<file path="config.mk">
export PLATFORM = sky130hd
export DESIGN_NAME = pdbus_engine
export DESIGN_NICKNAME = d
export VERILOG_FILES = /design/src/rtl/pdbus_pkg.sv /design/src/rtl/pdbus_cfgchk.sv /design/src/rtl/pdbus_tick.sv /design/src/rtl/pdbus_seq.sv /design/src/rtl/pdbus_engine.sv
export SDC_FILE = /design/constraint.sdc
export NUM_CORES = 1
export LEC_CHECK = 0
export ABC_CLOCK_PERIOD_IN_PS = 3730
export BUFFER_PORTS_ARGS = -buffer_cell sky130_fd_sc_hd__buf_2
export CORE_MARGIN = 1.5
export CORE_UTILIZATION = 52
export DETAILED_ROUTE_END_ITERATION = 10
export MAX_ROUTING_LAYER = met4
export PLACE_DENSITY = 0.82
export RECOVER_POWER = 100
export SETUP_SLACK_MARGIN = 0.4
export SYNTH_ARGS = -nofsm -noshare
export SYNTH_HDL_FRONTEND = slang
export SYNTH_SLANG_ARGS = --single-unit
</file>
<file path="constraint.sdc">
create_clock -name clk -period 3.73 [get_ports clk]
set_clock_uncertainty 0.1 [all_clocks]
set_input_delay 0.1865 -clock clk [delete_from_list [all_inputs] [get_ports clk]]
set_output_delay 0.1865 -clock clk [all_outputs]
set_load 0.05 [all_outputs]
</file>
<file path="src/rtl/pdbus_pkg.sv">
package pdbus_pkg;
  localparam int DBUS_W   = 16;
  localparam int NARROW_W = 8;
  localparam int TICK_W   = 6;

  localparam logic [1:0] WIDTH_NARROW = 2'b00;
  localparam logic [1:0] WIDTH_WIDE   = 2'b11;

  // All tick fields widened to one width so comparisons line up.
  typedef struct packed {
    logic [TICK_W-1:0] cs_on;
    logic [TICK_W-1:0] cs_off;
    logic [TICK_W-1:0] we_on;
    logic [TICK_W-1:0] we_off;
    logic [TICK_W-1:0] re_on;
    logic [TICK_W-1:0] re_off;
    logic [TICK_W-1:0] wr_len;
    logic [TICK_W-1:0] rd_len;
    logic [TICK_W-1:0] acc;
  } pdbus_tim_t;
endpackage

</file>
<file path="src/rtl/pdbus_cfgchk.sv">
module pdbus_cfgchk
  import pdbus_pkg::*;
(
  input  logic [31:0] edge_word,
  input  logic [31:0] cycle_word,
  input  logic [1:0]  width_sel,
  output pdbus_tim_t  tim,
  output logic        wide,
  output logic        bad
);
  logic unused_bits;
  assign unused_bits = ^{edge_word[31:30], cycle_word[31:28], cycle_word[21:12]};

  always_comb begin
    tim.cs_on  = TICK_W'(edge_word[3:0]);
    tim.cs_off = edge_word[9:4];
    tim.we_on  = TICK_W'(edge_word[13:10]);
    tim.we_off = edge_word[19:14];
    tim.re_on  = TICK_W'(edge_word[23:20]);
    tim.re_off = edge_word[29:24];
    tim.wr_len = cycle_word[5:0];
    tim.rd_len = cycle_word[11:6];
    tim.acc    = cycle_word[27:22];
  end

  assign wide = (width_sel == WIDTH_WIDE);

  always_comb begin
    bad = 1'b0;
    if (tim.we_off <= tim.we_on)  bad = 1'b1;
    if (tim.re_off <= tim.re_on)  bad = 1'b1;
    if (tim.cs_off <= tim.cs_on)  bad = 1'b1;
    if (tim.cs_off <  tim.we_off) bad = 1'b1;
    if (tim.cs_off <  tim.re_off) bad = 1'b1;
    if (tim.wr_len <  tim.we_off) bad = 1'b1;
    if (tim.rd_len <  tim.re_off) bad = 1'b1;
    if (tim.acc    <= tim.re_on)  bad = 1'b1;
    if (width_sel != WIDTH_NARROW && width_sel != WIDTH_WIDE) bad = 1'b1;
  end
endmodule

</file>
<file path="src/rtl/pdbus_tick.sv">
module pdbus_tick (
  input  logic clk,
  input  logic rst_n,
  input  logic run,
  input  logic div2,
  output logic tick
);
  logic phase_q;

  always_ff @(posedge clk or negedge rst_n) begin
    if (!rst_n)            phase_q <= 1'b0;
    else if (run && div2)  phase_q <= ~phase_q;
    else                   phase_q <= 1'b0;
  end

  assign tick = run && (!div2 || phase_q);
endmodule

</file>
<file path="src/rtl/pdbus_seq.sv">
module pdbus_seq
  import pdbus_pkg::*;
(
  input  logic       clk,
  input  logic       rst_n,
  input  logic       launch,
  input  logic       launch_rd,
  input  logic       tick,
  input  pdbus_tim_t tim,
  output logic       active,
  output logic       is_rd,
  output logic       last_tick,
  output logic       sample,
  output logic       cs_n,
  output logic       we_n,
  output logic       re_n
);
  logic [TICK_W-1:0] t_q;
  logic [TICK_W-1:0] len;
  logic [TICK_W-1:0] final_t;

  assign len     = is_rd ? tim.rd_len : tim.wr_len;
  assign final_t = (len == '0) ? '0 : len - 1'b1;

  assign last_tick = active && tick && (t_q == final_t);
  assign sample    = active && tick && is_rd && (t_q == tim.acc);

  always_ff @(posedge clk or negedge rst_n) begin
    if (!rst_n) begin
      active <= 1'b0;
      is_rd  <= 1'b0;
      t_q    <= '0;
    end else if (launch) begin
      active <= 1'b1;
      is_rd  <= launch_rd;
      t_q    <= '0;
    end else if (active && tick) begin
      if (t_q == final_t) active <= 1'b0;
      else                t_q    <= t_q + 1'b1;
    end
  end

  logic cs_win, we_win, re_win;
  assign cs_win = (t_q >= tim.cs_on) && (t_q < tim.cs_off);
  assign we_win = (t_q >= tim.we_on) && (t_q < tim.we_off);
  assign re_win = (t_q >= tim.re_on) && (t_q < tim.re_off);

  assign cs_n = !(active && cs_win);
  assign we_n = !(active && !is_rd && we_win);
  assign re_n = !(active &&  is_rd && re_win);
endmodule

</file>
<file path="src/rtl/pdbus_engine.sv">
module pdbus_engine
  import pdbus_pkg::*;
#(
  parameter int PIX_CNT_W = 24
) (
  input  logic                 clk,
  input  logic                 rst_n,
  input  logic [31:0]          cfg_edge_word,
  input  logic [31:0]          cfg_cycle_word,
  input  logic                 cfg_div2,
  input  logic [1:0]           cfg_width,
  input  logic                 req_valid,
  output logic                 req_ready,
  input  logic [1:0]           req_kind,
  input  logic [DBUS_W-1:0]    req_data,
  output logic                 rd_valid,
  input  logic                 rd_ready,
  output logic [DBUS_W-1:0]    rd_data,
  input  logic                 strm_start,
  input  logic [PIX_CNT_W-1:0] strm_count,
  output logic                 strm_active,
  output logic                 frame_done,
  input  logic                 pix_valid,
  output logic                 pix_ready,
  input  logic [DBUS_W-1:0]    pix_data,
  output logic                 busy,
  output logic                 cfg_err,
  output logic                 bus_cs_n,
  output logic                 bus_we_n,
  output logic                 bus_re_n,
  output logic                 bus_dc,
  output logic                 bus_oe,
  output logic [DBUS_W-1:0]    bus_dout,
  input  logic [DBUS_W-1:0]    bus_din
);
  localparam logic [DBUS_W-1:0] NARROW_MASK = DBUS_W'((1 << NARROW_W) - 1);

  pdbus_tim_t tim;
  logic wide, bad;
  logic tick, seq_active, seq_rd, last_tick, sample;
  logic launch, launch_rd, host_go, pix_go, idle;
  logic [DBUS_W-1:0] mask;

  pdbus_cfgchk u_cfg (
    .edge_word (cfg_edge_word),
    .cycle_word(cfg_cycle_word),
    .width_sel (cfg_width),
    .tim       (tim),
    .wide      (wide),
    .bad       (bad)
  );

  pdbus_tick u_tick (
    .clk  (clk),
    .rst_n(rst_n),
    .run  (seq_active),
    .div2 (cfg_div2),
    .tick (tick)
  );

  pdbus_seq u_seq (
    .clk      (clk),
    .rst_n    (rst_n),
    .launch   (launch),
    .launch_rd(launch_rd),
    .tick     (tick),
    .tim      (tim),
    .active   (seq_active),
    .is_rd    (seq_rd),
    .last_tick(last_tick),
    .sample   (sample),
    .cs_n     (bus_cs_n),
    .we_n     (bus_we_n),
    .re_n     (bus_re_n)
  );

  logic                 strm_q, done_q, rdv_q, err_q, dc_q, oe_q;
  logic [PIX_CNT_W-1:0] remain_q;
  logic [DBUS_W-1:0]    dout_q, rdat_q;

  assign mask      = wide ? '1 : NARROW_MASK;
  assign idle      = !seq_active;
  assign req_ready = idle && !strm_q && !rdv_q;
  assign pix_ready = idle && strm_q && (remain_q != '0);
  assign host_go   = req_valid && req_ready;
  assign pix_go    = pix_valid && pix_ready;
  assign launch    = host_go || pix_go;
  assign launch_rd = host_go && req_kind[1];

  always_ff @(posedge clk or negedge rst_n) begin
    if (!rst_n) begin
      dc_q   <= 1'b0;
      oe_q   <= 1'b0;
      dout_q <= '0;
    end else if (launch) begin
      dc_q   <= pix_go || (req_kind != 2'b00);
      oe_q   <= !launch_rd;
      dout_q <= (pix_go ? pix_data : req_data) & mask;
    end
  end

  always_ff @(posedge clk or negedge rst_n) begin
    if (!rst_n) begin
      rdv_q  <= 1'b0;
      rdat_q <= '0;
    end else begin
      if (sample) rdat_q <= bus_din & mask;
      if (last_tick && seq_rd)      rdv_q <= 1'b1;
      else if (rdv_q && rd_ready)   rdv_q <= 1'b0;
    end
  end

  always_ff @(posedge clk or negedge rst_n) begin
    if (!rst_n) begin
      strm_q   <= 1'b0;
      done_q   <= 1'b0;
      remain_q <= '0;
    end else begin
      done_q <= 1'b0;
      if (!strm_q && strm_start && idle && !rdv_q) begin
        if (strm_count == '0) done_q <= 1'b1;
        else begin
          strm_q   <= 1'b1;
          remain_q <= strm_count;
        end
      end else if (strm_q) begin
        if (pix_go) remain_q <= remain_q - 1'b1;
        if (last_tick && remain_q == '0) begin
          strm_q <= 1'b0;
          done_q <= 1'b1;
        end
      end
    end
  end

  always_ff @(posedge clk or negedge rst_n) begin
    if (!rst_n)   err_q <= 1'b0;
    else if (bad) err_q <= 1'b1;
  end

  assign busy        = seq_active;
  assign bus_dc      = dc_q;
  assign bus_oe      = seq_active && oe_q;
  assign bus_dout    = dout_q;
  assign rd_valid    = rdv_q;
  assign rd_data     = rdat_q;
  assign strm_active = strm_q;
  assign frame_done  = done_q;
  assign cfg_err     = err_q;
endmodule

</file>
==> flow_metrics.py <==
metrics = {
    "yosys": {
        "yosysSeqAreaShare_pct": 31.80,
        "postSynthCellCount": 637,
        "synth_warnings": 0,
        "syn_nets": 852,
        "synthDistinctLibCells": 65,
        "synthMuxAreaShare_pct": 5.575,
        "synth_xor_area_share_pct": 1.881,
        "ys_top_cells_by_area": "dfrtp_1 (32%), ha_1 (15%), o21ai_0 (5.1%), nand2_1 (4.2%), mux2i_1 (3.8%)",
        "yosys.area_share.simple_pct": 20.67,
        "ys_ff_latch": 71,
        "synth_top_flop_cell": "dfrtp_1",
        "synth_largest_area_cell": "dfrtp_1",
        "synthAdderAreaFrac_pct": 15.23,
        "synth_top_family_by_area": "simple AND/OR/NAND/NOR gates",
        "netlist.area_leader.share_pct": 31.80,
        "synth_compound_area_share_pct": 19.66,
        "async_flop_share_pct": 100.0,
        "syn_area_um2": 5588,
        "avgSynthCellArea_um2": 8.772,
        "synth_edf_count": 0,
    },
    "worst_setup_path": {
        "crit_arrival_ps": 3380,
        "cp.required_ps": 3860,
        "r2r_cells": 8,
        "crit_start": "remain_q[7]",
        "rrSetupSlack_ps": 480,
        "cp_max_fo": 32,
        "timing.rr.end": "remain_q[23]",
        "crit_path_start_kind": "register",
        "r2r-start": "remain_q[7]",
        "end_kind": "register",
        "critPathKind": "reg2reg",
    },
    "grt": {
        "grt_pass1_wl_mm": 26.48,
        "grt_usage_pct": 29.69,
        "antenna_found_initial": 0,
        "grt_overflow_total": 0,
        "grt_pass1_vias": 5679,
        "grt_max_degree": 72,
    },
    "die": {
        "die_w_um": 106.7,
        "core_um2": 10370,
        "io-pin-count": 191,
        "num_rows": 37,
        "start_util_pct": 53.89,
        "die-area_um2": 11380,
        "dieHeight_um": 106.7,
    },
    "routing": {
        "dr_total_vias": 5675,
        "ant_nets": 0,
        "firstDrtPassIters": 5,
        "drt-initial-drc-count": 362,
        "viasPerCell": 5.838,
        "wirelength_mm": 16.42,
        "wire_per_inst_um": 16.89,
        "drc": 0,
    },
    "finish": {
        "multi_input_area_um2": 3507,
        "ff_latch_area_um2": 1777,
        "layout.nets": 1047,
        "final.fill_count": 900,
        "syn_to_final_growth_pct": 24.76,
        "n_antenna_cell": 0,
        "drive_gt1_share_pct": 20.93,
    },
    "clock_tree": {
        "cts.reportedPaths.clkPinSlew_ps": 80,
        "cts.sinks": 71,
        "cts.htree.levels": 3,
        "clk_latency_ps": 350,
        "cts_buffer_depth": 2,
        "post_cts_buffers": 0,
        "cts-buffers-inserted": 9,
        "cts_tree": "done",
        "clock-root-buffer": "clkbuf_8",
    },
    "place": {
        "preCtsSetupSlack_ps": 869.3,
        "post-dp-hpwl_mm": 12.09,
        "portBuffers": 174,
        "gp_congestion": 0.9866,
    },
    "timing": {
        "setup_tns_ps": 0,
        "hold_violations": 0,
        "worst_slack_ps": 477.9,
        "min_period_ps": 3252,
        "period_share_pct": 87.19,
        "finalSetupViolations": 0,
        "slew_viol_final": 72,
        "slew_headroom_pct": -18.81,
        "worst_pin_slew_ps": 1782,
        "rsz0062_at_grt": "no",
        "max_freq_ghz": 0.3075,
    },
    "outcome": {
        "violations": "max-capacitance violations, max-slew violations",
        "status": "finished with violations",
    },
    "power_and_ir_drop": {
        "power.leakage_nw": 3.378,
        "power_w": 0.003889,
        "ir_drop_mv": 0.4147,
        "powerDensity_nw_per_um2": 557.9,
    },
    "hold_path": {
        "hold_end": "remain_q[18]",
        "worstHoldPathType": "in2reg",
        "hold_depth": 3,
        "hold_path.startpoint": "strm_count[18]",
    },
    "run": {
        "maxCapViolations": 1,
    },
}
-- state kept, by name, summed over array words and instances, names as in the netlist --
name	flops
u_tick.phase_q	1
rd_data	16
u_seq.is_rd	1
strm_active	1
bus_dout	16
u_seq.t_q	6
u_seq.active	1
cfg_err	1
bus_dc	1
remain_q	24
oe_q	1
frame_done	1
rd_valid	1
-- placed cells by master, fill, tap and decap left out, drive strengths merged, types with 5 or more instances in the layout --
cell,n
nand4,11
nor4,11
o21ai,57
nand2,64
a22o,17
a21o,10
a21oi,40
buf,134
mux2,9
clkbuf,58
nand3,15
nor3,26
nor2,32
inv,39
nand2b,15
dlygate4sd3,31
ha,68
dfrtp,71
o22ai,8
mux2i,21
nor2b,17
or3,5
xor2,8
-- synth_stat cells, types with 3 or more instances --
cell and n:
mux2i_1 21, ha_1 68, buf_6 3, buf_2 4, nor4_1 9, dfrtp_1 71, and3_1 4, o21ai_0 57
clkbuf_1 20, xor2_1 8, o31ai_1 4, nor3b_1 3, o211ai_1 4, nand2b_1 15, inv_1 38, a211oi_1 3
a21boi_0 4, or3_1 5, nand3_1 15, nor3_1 23, a21o_1 10, nand2_1 62, nor2b_1 17, nand4b_1 3
mux2_2 9, o22ai_1 6, nand4_1 10, nor2_1 31, xnor2_1 4, o311ai_0 3, a22o_1 17, nor3_2 3
a21oi_1 40
-- power breakdown --
group          total [W]  leakage [nW]  switching [W]  internal (W)
Clock           0.000631         0.103       0.000306      0.000325
Combinational    0.00194          2.35        0.00128      0.000662
Sequential       0.00132         0.921       0.000317       0.00100
-- logic make-up after synthesis --
| family | count (synthesis) |
|---|---|
| XOR/XNOR | 12 |
| flip-flops | 71 |
| buffers and inverters | 68 |
| adder cells (fa/ha/maj) | 68 |
| AO/OA/AOI/OAI | 170 |
| multiplexers | 30 |
| AND/OR/NAND/NOR | 218 |
-- worst max-delay path by stage --
stage,endpoint,cells after the start
after global routing,u_seq.t_q[2],7
after CTS,strm_active,9
final,remain_q[23],8
after global placement,strm_active,9
after floorplan,remain_q[22],8
after detailed placement,strm_active,9
-- repair_timing --
| action | CTS | global route |
|---|---|---|
| resized for setup | 0 | 0 |
| endpoints found under the setup margin | 0 | 0 |
| hold buffers | 31 | 0 |
| hold endpoints to repair | 101 | 0 |
-- worst max-delay path: stages (launching register included) --
cell,delay [ps]
dfrtp_1,440
nor3_1,620
nand3_1,350
o31a_1,420
clkbuf_2,440
nand2_2,250
nor3_1,80
o22a_1,180
o221a_2,240
-- metal layers --
layer | share of wire (%) | vias up | track usage (%)
met5 | 0 | - | -
met4 | 1.9 | 0 | 9.810
met3 | 6.5 | 29 | 4.073
met2 | 50 | 260 | 51.14
met1 | 41 | 2674 | 35.96
li1 | - | 2712 | -
-- per-stage QoR --
stage	cell area, um2	util (%)	instances	hold WS [ps]
final	6972	67.23	972	15.22
after global routing	6972	67.23	972	10.76
after CTS	7053	68.01	972	3.228
after detailed placement	6548	63.14	926	271.6
after global placement	6548	63.14	926	261.4
after floorplan	5588	-	637	-209.1
-- layout make-up --
cell class / instances / area share (%)
multi-input combinational: 498 / 50.31
sequential: 71 / 25.48
inverter: 39 / 2.100
timing repair buffer: 213 / 16.87
clock buffer: 10 / 1.974
tap: 136 / 2.441
clock inverter: 5 / 0.8256
Note: power is estimated with default switching activity, not from simulation.
